File: config.mk
export PLATFORM = sky130hd
export DESIGN_NAME = msgvec_ctrl
export DESIGN_NICKNAME = d
export VERILOG_FILES = /design/src/rtl/msgvec_pkg.sv /design/src/rtl/msgvec_table.sv /design/src/rtl/msgvec_usecnt.sv /design/src/rtl/msgvec_arb.sv /design/src/rtl/msgvec_ctrl.sv
export SDC_FILE = /design/constraint.sdc
export NUM_CORES = 2
export LEC_CHECK = 0
export ABC_AREA = 1
export BUFFER_PORTS_ARGS = -buffer_cell sky130_fd_sc_hd__buf_2
export CORE_MARGIN = 3
export CORE_UTILIZATION = 28
export CTS_BUF_LIST = sky130_fd_sc_hd__clkbuf_4
export CTS_CLUSTER_DIAMETER = 80
export CTS_CLUSTER_SIZE = 14
export DETAILED_ROUTE_END_ITERATION = 12
export HOLD_SLACK_MARGIN = 0.05
export MAX_ROUTING_LAYER = met4
export REMOVE_ABC_BUFFERS = 1
export SLEW_MARGIN = 20
export SYNTH_ARGS = -nofsm -noshare
export SYNTH_HDL_FRONTEND = slang
export SYNTH_SLANG_ARGS = --single-unit
File: constraint.sdc
create_clock -name clk -period 3.2 [get_ports clk]
set_input_delay 0.16 -clock clk [delete_from_list [all_inputs] [get_ports clk]]
set_output_delay 0.16 -clock clk [all_outputs]
set_load 0.03 [all_outputs]
File: src/rtl/msgvec_pkg.sv
package msgvec_pkg;
  typedef enum logic [1:0] {
    W_ADDR_LO = 2'd0,
    W_ADDR_HI = 2'd1,
    W_DATA    = 2'd2,
    W_CTRL    = 2'd3
  } word_sel_e;

  localparam int CTL_EN_BIT  = 0;
  localparam int CTL_MA_BIT  = 1;
  localparam int ST_EN_BIT   = 15;
  localparam int ST_MA_BIT   = 14;
  localparam int ST_SIZE_W   = 11;

  // word of the pending space that holds a given vector
  function automatic int unsigned pend_word(input int unsigned vec);
    return vec / 32;
  endfunction

  function automatic int unsigned pend_bit(input int unsigned vec);
    return vec % 32;
  endfunction
endpackage

File: src/rtl/msgvec_table.sv
module msgvec_table
  import msgvec_pkg::*;
#(
  parameter int NV = 8,
  parameter int VW = 3
) (
  input  logic          clk,
  input  logic          rst_n,
  input  logic          wr_en,
  input  logic [VW-1:0] wr_vec,
  input  logic [1:0]    wr_word,
  input  logic [31:0]   wr_data,
  input  logic [VW-1:0] rd_vec,
  input  logic [1:0]    rd_word,
  output logic [31:0]   rd_data,
  input  logic [VW-1:0] pick_vec,
  output logic [63:0]   pick_addr,
  output logic [31:0]   pick_data,
  output logic [NV-1:0] vmask
);
  logic [31:0] addr_lo [NV];
  logic [31:0] addr_hi [NV];
  logic [31:0] data_w  [NV];
  logic [NV-1:0] vmask_q;

  always_ff @(posedge clk) begin
    if (!rst_n) begin
      for (int i = 0; i < NV; i++) begin
        addr_lo[i] <= '0;
        addr_hi[i] <= '0;
        data_w[i]  <= '0;
      end
      vmask_q <= '1;
    end else if (wr_en && (int'(wr_vec) < NV)) begin
      unique case (word_sel_e'(wr_word))
        W_ADDR_LO: addr_lo[wr_vec] <= wr_data;
        W_ADDR_HI: addr_hi[wr_vec] <= wr_data;
        W_DATA:    data_w[wr_vec]  <= wr_data;
        W_CTRL:    vmask_q[wr_vec] <= wr_data[0];
      endcase
    end
  end

  always_comb begin
    rd_data = '0;
    if (int'(rd_vec) < NV) begin
      unique case (word_sel_e'(rd_word))
        W_ADDR_LO: rd_data = addr_lo[rd_vec];
        W_ADDR_HI: rd_data = addr_hi[rd_vec];
        W_DATA:    rd_data = data_w[rd_vec];
        W_CTRL:    rd_data = {31'd0, vmask_q[rd_vec]};
      endcase
    end
  end

  assign pick_addr = {addr_hi[pick_vec], addr_lo[pick_vec]};
  assign pick_data = data_w[pick_vec];
  assign vmask     = vmask_q;
endmodule

File: src/rtl/msgvec_usecnt.sv
module msgvec_usecnt #(
  parameter int NV = 8,
  parameter int VW = 3,
  parameter int CW = 4
) (
  input  logic          clk,
  input  logic          rst_n,
  input  logic          inc,
  input  logic          dec,
  input  logic [VW-1:0] vec,
  output logic [NV-1:0] in_use,
  output logic [NV-1:0] drop
);
  for (genvar g = 0; g < NV; g++) begin : g_cnt
    logic [CW-1:0] cnt;
    logic          hit;
    assign hit = (vec == VW'(g));

    always_ff @(posedge clk) begin
      if (!rst_n) begin
        cnt <= '0;
      end else if (hit && inc && !dec && (cnt != '1)) begin
        cnt <= cnt + 1'b1;
      end else if (hit && dec && !inc && (cnt != '0)) begin
        cnt <= cnt - 1'b1;
      end
    end

    assign in_use[g] = (cnt != '0);
    assign drop[g]   = hit && dec && !inc && (cnt == CW'(1));
  end
endmodule

File: src/rtl/msgvec_arb.sv
module msgvec_arb #(
  parameter int NV = 8,
  parameter int VW = 3
) (
  input  logic          clk,
  input  logic          rst_n,
  input  logic [NV-1:0] req,
  input  logic [NV-1:0] in_use,
  input  logic [NV-1:0] emask,
  input  logic [NV-1:0] drop,
  input  logic          msg_ready,
  input  logic [63:0]   pick_addr,
  input  logic [31:0]   pick_data,
  output logic          launch,
  output logic [VW-1:0] pick_vec,
  output logic [NV-1:0] pend,
  output logic          msg_valid,
  output logic [63:0]   msg_addr,
  output logic [31:0]   msg_data,
  output logic [VW-1:0] msg_vec
);
  // lowest-numbered set bit
  function automatic logic [VW-1:0] first_set(input logic [NV-1:0] v);
    logic [VW-1:0] r;
    r = '0;
    for (int i = NV - 1; i >= 0; i--) begin
      if (v[i]) r = VW'(i);
    end
    return r;
  endfunction

  logic [NV-1:0] pend_q, merged, cand, pend_d;

  assign merged   = pend_q | (req & in_use);
  assign cand     = merged & ~emask;
  assign launch   = !msg_valid && (cand != '0);
  assign pick_vec = first_set(cand);

  always_comb begin
    pend_d = merged;
    if (launch) pend_d[pick_vec] = 1'b0;
    pend_d = pend_d & ~drop;
  end

  always_ff @(posedge clk) begin
    if (!rst_n) begin
      pend_q    <= '0;
      msg_valid <= 1'b0;
      msg_addr  <= '0;
      msg_data  <= '0;
      msg_vec   <= '0;
    end else begin
      pend_q <= pend_d;
      if (launch) begin
        msg_valid <= 1'b1;
        msg_addr  <= pick_addr;
        msg_data  <= pick_data;
        msg_vec   <= pick_vec;
      end else if (msg_ready) begin
        msg_valid <= 1'b0;
      end
    end
  end

  assign pend = pend_q;
endmodule

File: src/rtl/msgvec_ctrl.sv
module msgvec_ctrl
  import msgvec_pkg::*;
#(
  parameter int NUM_VEC = 8,
  parameter int CNT_W   = 4,
  localparam int VW = (NUM_VEC > 1) ? $clog2(NUM_VEC) : 1,
  localparam int AW = VW + 2
) (
  input  logic               clk,
  input  logic               rst_n,
  input  logic               reg_wr,
  input  logic               reg_space,
  input  logic [AW-1:0]      reg_addr,
  input  logic [31:0]        reg_wdata,
  output logic [31:0]        reg_rdata,
  input  logic               ctl_wr,
  input  logic [1:0]         ctl_wdata,
  output logic [15:0]        ctl_word,
  input  logic [NUM_VEC-1:0] irq_req,
  input  logic               use_inc,
  input  logic               use_dec,
  input  logic [VW-1:0]      use_vec,
  output logic               msg_valid,
  input  logic               msg_ready,
  output logic [63:0]        msg_addr,
  output logic [31:0]        msg_data,
  output logic [VW-1:0]      msg_vec,
  output logic               intx_clr
);
  localparam int NV = NUM_VEC;
  localparam int PW = (NV + 31) / 32;

  logic          enable_q, maskall_q, intx_q, fmask;
  logic [NV-1:0] vmask, emask, in_use, drop, pend;
  logic [31:0]   tbl_rdata, pick_data;
  logic [63:0]   pick_addr;
  logic [VW-1:0] pick_vec;
  logic          launch;
  logic [PW*32-1:0] pend_pad;
  logic [31:0]   pend_rdata;

  always_ff @(posedge clk) begin
    if (!rst_n) begin
      enable_q  <= 1'b0;
      maskall_q <= 1'b0;
      intx_q    <= 1'b0;
    end else begin
      intx_q <= ctl_wr && ctl_wdata[CTL_EN_BIT];
      if (ctl_wr) begin
        enable_q  <= ctl_wdata[CTL_EN_BIT];
        maskall_q <= ctl_wdata[CTL_MA_BIT];
      end
    end
  end

  assign fmask = !enable_q || maskall_q;
  assign emask = vmask | {NV{fmask}};

  msgvec_table #(.NV(NV), .VW(VW)) u_table (
    .clk(clk), .rst_n(rst_n),
    .wr_en(reg_wr && !reg_space), .wr_vec(reg_addr[AW-1:2]),
    .wr_word(reg_addr[1:0]), .wr_data(reg_wdata),
    .rd_vec(reg_addr[AW-1:2]), .rd_word(reg_addr[1:0]), .rd_data(tbl_rdata),
    .pick_vec(pick_vec), .pick_addr(pick_addr), .pick_data(pick_data),
    .vmask(vmask)
  );

  msgvec_usecnt #(.NV(NV), .VW(VW), .CW(CNT_W)) u_use (
    .clk(clk), .rst_n(rst_n), .inc(use_inc), .dec(use_dec), .vec(use_vec),
    .in_use(in_use), .drop(drop)
  );

  msgvec_arb #(.NV(NV), .VW(VW)) u_arb (
    .clk(clk), .rst_n(rst_n), .req(irq_req), .in_use(in_use), .emask(emask),
    .drop(drop), .msg_ready(msg_ready), .pick_addr(pick_addr),
    .pick_data(pick_data), .launch(launch), .pick_vec(pick_vec), .pend(pend),
    .msg_valid(msg_valid), .msg_addr(msg_addr), .msg_data(msg_data),
    .msg_vec(msg_vec)
  );

  always_comb begin
    pend_pad = '0;
    pend_pad[NV-1:0] = pend;
    pend_rdata = '0;
    for (int k = 0; k < PW; k++) begin
      if (int'(reg_addr) == k) pend_rdata = pend_pad[k*32 +: 32];
    end
  end

  assign reg_rdata = reg_space ? pend_rdata : tbl_rdata;
  assign ctl_word  = {enable_q, maskall_q, 3'b000, ST_SIZE_W'(NV - 1)};
  assign intx_clr  = intx_q;
endmodule

==> impl_metrics.env <==
export IMPL_wl_per_cell_um=24.1
export IMPL_clockBufferDepth=3
export IMPL_synth_top_area_frac=0.495
export IMPL_ant_nets=0
export IMPL_grt_overflow=0
export IMPL_synth_cell_types=58
export IMPL_p_per_area_nw_per_um2=419
export IMPL_worstPathRequired_ns=3.04
export IMPL_post_route_drc_count=0
export IMPL_rr_worst_depth=15
export IMPL_synthArstFlopShare=0
export IMPL_path_clk_slew_ns=0.15
export IMPL_syn_avg_cell_area_um2=8.80
export IMPL_portBuffers=192
export IMPL_die_w_um=414
export IMPL_ioPinCount=207
export IMPL_path_class="input port to output pin"
export IMPL_crit_arrival_ns=2.98
export IMPL_seqCellArea_um2=26100
export IMPL_htreeDepth=3
export IMPL_fin_crit_ns=3.14
export IMPL_grt_pass1_wl_um=267000
export IMPL_relSlewSlack=0.244
export IMPL_fin_skew_ns=0.0845
export IMPL_post_route_util=0.319
export IMPL_gp_congestion=0.895
export IMPL_multi_input_area_um2=17200
export IMPL_die_y_um=414
export IMPL_cp_end_kind="output pin"
export IMPL_synth_seq_cells=919
export IMPL_pwr_share_seq=0.623
export IMPL_p_switching_w=0.00604
export IMPL_synth_ff_type="edfxtp_1"
export IMPL_die_area_um2=171000
export IMPL_layout_drive_gt1_share=0.136
export IMPL_stdcell_count=7682
export IMPL_hold_viol=0
export IMPL_use_met2=0.331
export IMPL_outcome="finished, final reports clean"
export IMPL_finalSetupViolCount=0
export IMPL_grt_max_degree=131
export IMPL_cts_buffers=77
export IMPL_fillerInstances=17100
export IMPL_top_usage_layer="met2"
export IMPL_switching_share=0.274
export IMPL_cts_tree="built"
export IMPL_met3_usage=0.0325
export IMPL_clock_fmax_ghz=0.319
export IMPL_cap_violations=0
export IMPL_globalRouteMet1Util=0.270
export IMPL_pwr_share_clk=0.273
export IMPL_cp_start_kind="input port"
export IMPL_dr_pass1_iters=6
export IMPL_drv_slew=0
export IMPL_fin_nets=5505
export IMPL_clock_root_buffer="clkbuf_4"
export IMPL_critPathMaxFanout=10
export IMPL_start_util=0.282
export IMPL_netlist_instances=5296
export IMPL_ys_top_cells_by_count="1124 x nor2_1, 887 x nand2_1, 768 x edfxtp_1"
export IMPL_synthesis_area_um2=46600
export IMPL_synthToLayoutAreaGrowth_pct=13.0
export IMPL_yosys_warnings=0
export IMPL_cellInternalPower_w=0.0160
export IMPL_p_total_w=0.0221
export IMPL_tightest_slew_ns=1.13
export IMPL_grt_pass1_vias=39900
export IMPL_synth_edf_count=768
export IMPL_p_leak_nw=20.9
export IMPL_track_usage=0.212
export IMPL_holdPathStages=5
export IMPL_num_rows=149
export IMPL_dp_cells=7442
export IMPL_yosysMostFrequentCell="nor2_1"
export IMPL_dr_first_iter_drc_count=6077
export IMPL_combinationalPowerShare=0.104
export IMPL_netlist_top_cells_area="edfxtp_1 49%, nor2_1 9.1%, nand2_1 7.1%, dfxtp_1 6.5%, nand3_1 4.8%"
export IMPL_fin_crit_sh=0.980
export IMPL_peakVddDrop_mv=0.242
export IMPL_coreArea_um2=165000
export IMPL_hp_class="input port to register"
export IMPL_hpwl_um=113000
export IMPL_vias_per_cell=5.45
export IMPL_antenna_found_initial=11
export IMPL_clk_latency_ns=1.04
export IMPL_wirelength_um=185000
export IMPL_yosys_area_top_type="edfxtp_1"
export IMPL_vias=41900
export IMPL_clkSinkCount=919
export IMPL_ys_seq_area_frac=0.560
[worst max-delay path: stages]
cell,delay (ns)
buf_2,0.13
dlygate4sd3_1,0.63
nand2_4,0.28
inv_1,0.10
buf_4,0.22
nand2_1,0.07
o21ai_0,0.09
o31ai_1,0.60
nand3_1,0.19
nand2_1,0.11
o21ai_0,0.16
buf_2,0.22
[through the flow]
step	setup TNS (ns)	setup slack [ns]	instance area, µm²	hold WS [ns]
after floorplan	-808.66	-3.12	44400	0.262
after global placement	0	0.114	50600	0.412
after detailed placement	0	0.138	50600	0.437
after CTS	0	0.0165	52500	0.0573
after global routing	-0.00145	-0.00145	52700	0.0915
final	0	0.0639	52700	0.106
[power groups by stage]
stage / sequential (W) / combinational, W / clock [W]
global route: 0.0138 / 0.00242 / 0.00651
detailed placement: 0.0140 / 0.00216 / 0
floorplan: 0.0139 / 0.00107 / 0
CTS: 0.0137 / 0.00225 / 0.00608
finish: 0.0138 / 0.00229 / 0.00602
global placement: 0.0140 / 0.00214 / 0
[final cells by class]
| class | count | area share |
|---|---|---|
| Inverter | 338 | 0.0244 |
| Antenna cell | 10 | 0.000475 |
| Clock buffer | 128 | 0.0182 |
| Multi-Input combinational cell | 3596 | 0.327 |
| Clock inverter | 11 | 0.00195 |
| Tap cell | 2189 | 0.0520 |
| Sequential cell | 919 | 0.495 |
| Timing Repair Buffer | 491 | 0.0807 |
[placed cells by master (no fill, tap or decap), drive strengths merged, types with 8 or more instances in the layout]
| cell type | count |
|---|---|
| edfxtp | 768 |
| o211ai | 9 |
| a221oi | 38 |
| buf | 402 |
| ha | 24 |
| diode | 10 |
| clkinv | 8 |
| o311ai | 8 |
| inv | 337 |
| dlygate4sd3 | 87 |
| nor4 | 13 |
| nor2 | 1222 |
| a22o | 13 |
| o41ai | 11 |
| a21oi | 164 |
| nand2 | 901 |
| a31oi | 11 |
| o21ai | 203 |
| o22ai | 101 |
| or2 | 22 |
| o2111ai | 32 |
| nor3 | 35 |
| clkbuf | 130 |
| dfxtp | 151 |
| nand4 | 237 |
| a22oi | 32 |
| nand3 | 453 |
| a211oi | 9 |
| conb | 14 |
[kinds of logic (layout without fill, tap and decap cells)]
group	count (synthesis)	count (layout)	share of synthesized area
other cells	2	24	0.000161
xor+xnor	5	5	0.000939
fa+ha+maj	24	24	0.00644
simple gates	2887	2887	0.268
flops	919	919	0.560
buf+inv	793	968	0.0756
compound gates	666	666	0.0894
[state kept, by name, indices dropped and copies added, names as in the netlist]
signal	count
u_table.addr_hi	256
u_table.addr_lo	256
u_table.data_w	256
u_arb.msg_addr	64
u_arb.msg_data	32
u_use.g_cnt.cnt	32
u_arb.pend	8
u_table.vmask	8
u_arb.msg_vec	3
enable_q	1
intx_clr	1
maskall_q	1
u_arb.msg_valid	1
[path summary, 6_finish.rpt]
path	from	to	slack, ns
hold reg to reg	maskall_q$_SDFFE_PN0P_	maskall_q$_SDFFE_PN0P_	0.49
setup reg to reg	u_use.g_cnt[6].cnt[0]$_SDFFE_PN0P_	u_arb.pend[5]$_SDFF_PN0_	0.14
hold / removal	reg_addr[1]	u_table.vmask[5]$_SDFFE_PN1P_	0.11
setup / recovery	reg_addr[2]	reg_rdata[2]	0.06
[per-layer routing]
layer  part of all wire  up-vias  routed length, µm
met3               0.10      511              19000
met4              0.054        0              10000
met1               0.39    20300              71500
met5                  0        -                  0
met2               0.46     2776              84600
li1                   -    18300                  -
[timing repair]
action,in CTS,in global routing
hold endpoints to repair,1075,0
endpoints found under the setup margin,6,17
resized for setup,9,17
pin swaps,0,1
hold buffers,88,0
buffers inserted,0,2
cloned,0,2
Power figures use the tool's default switching activity.
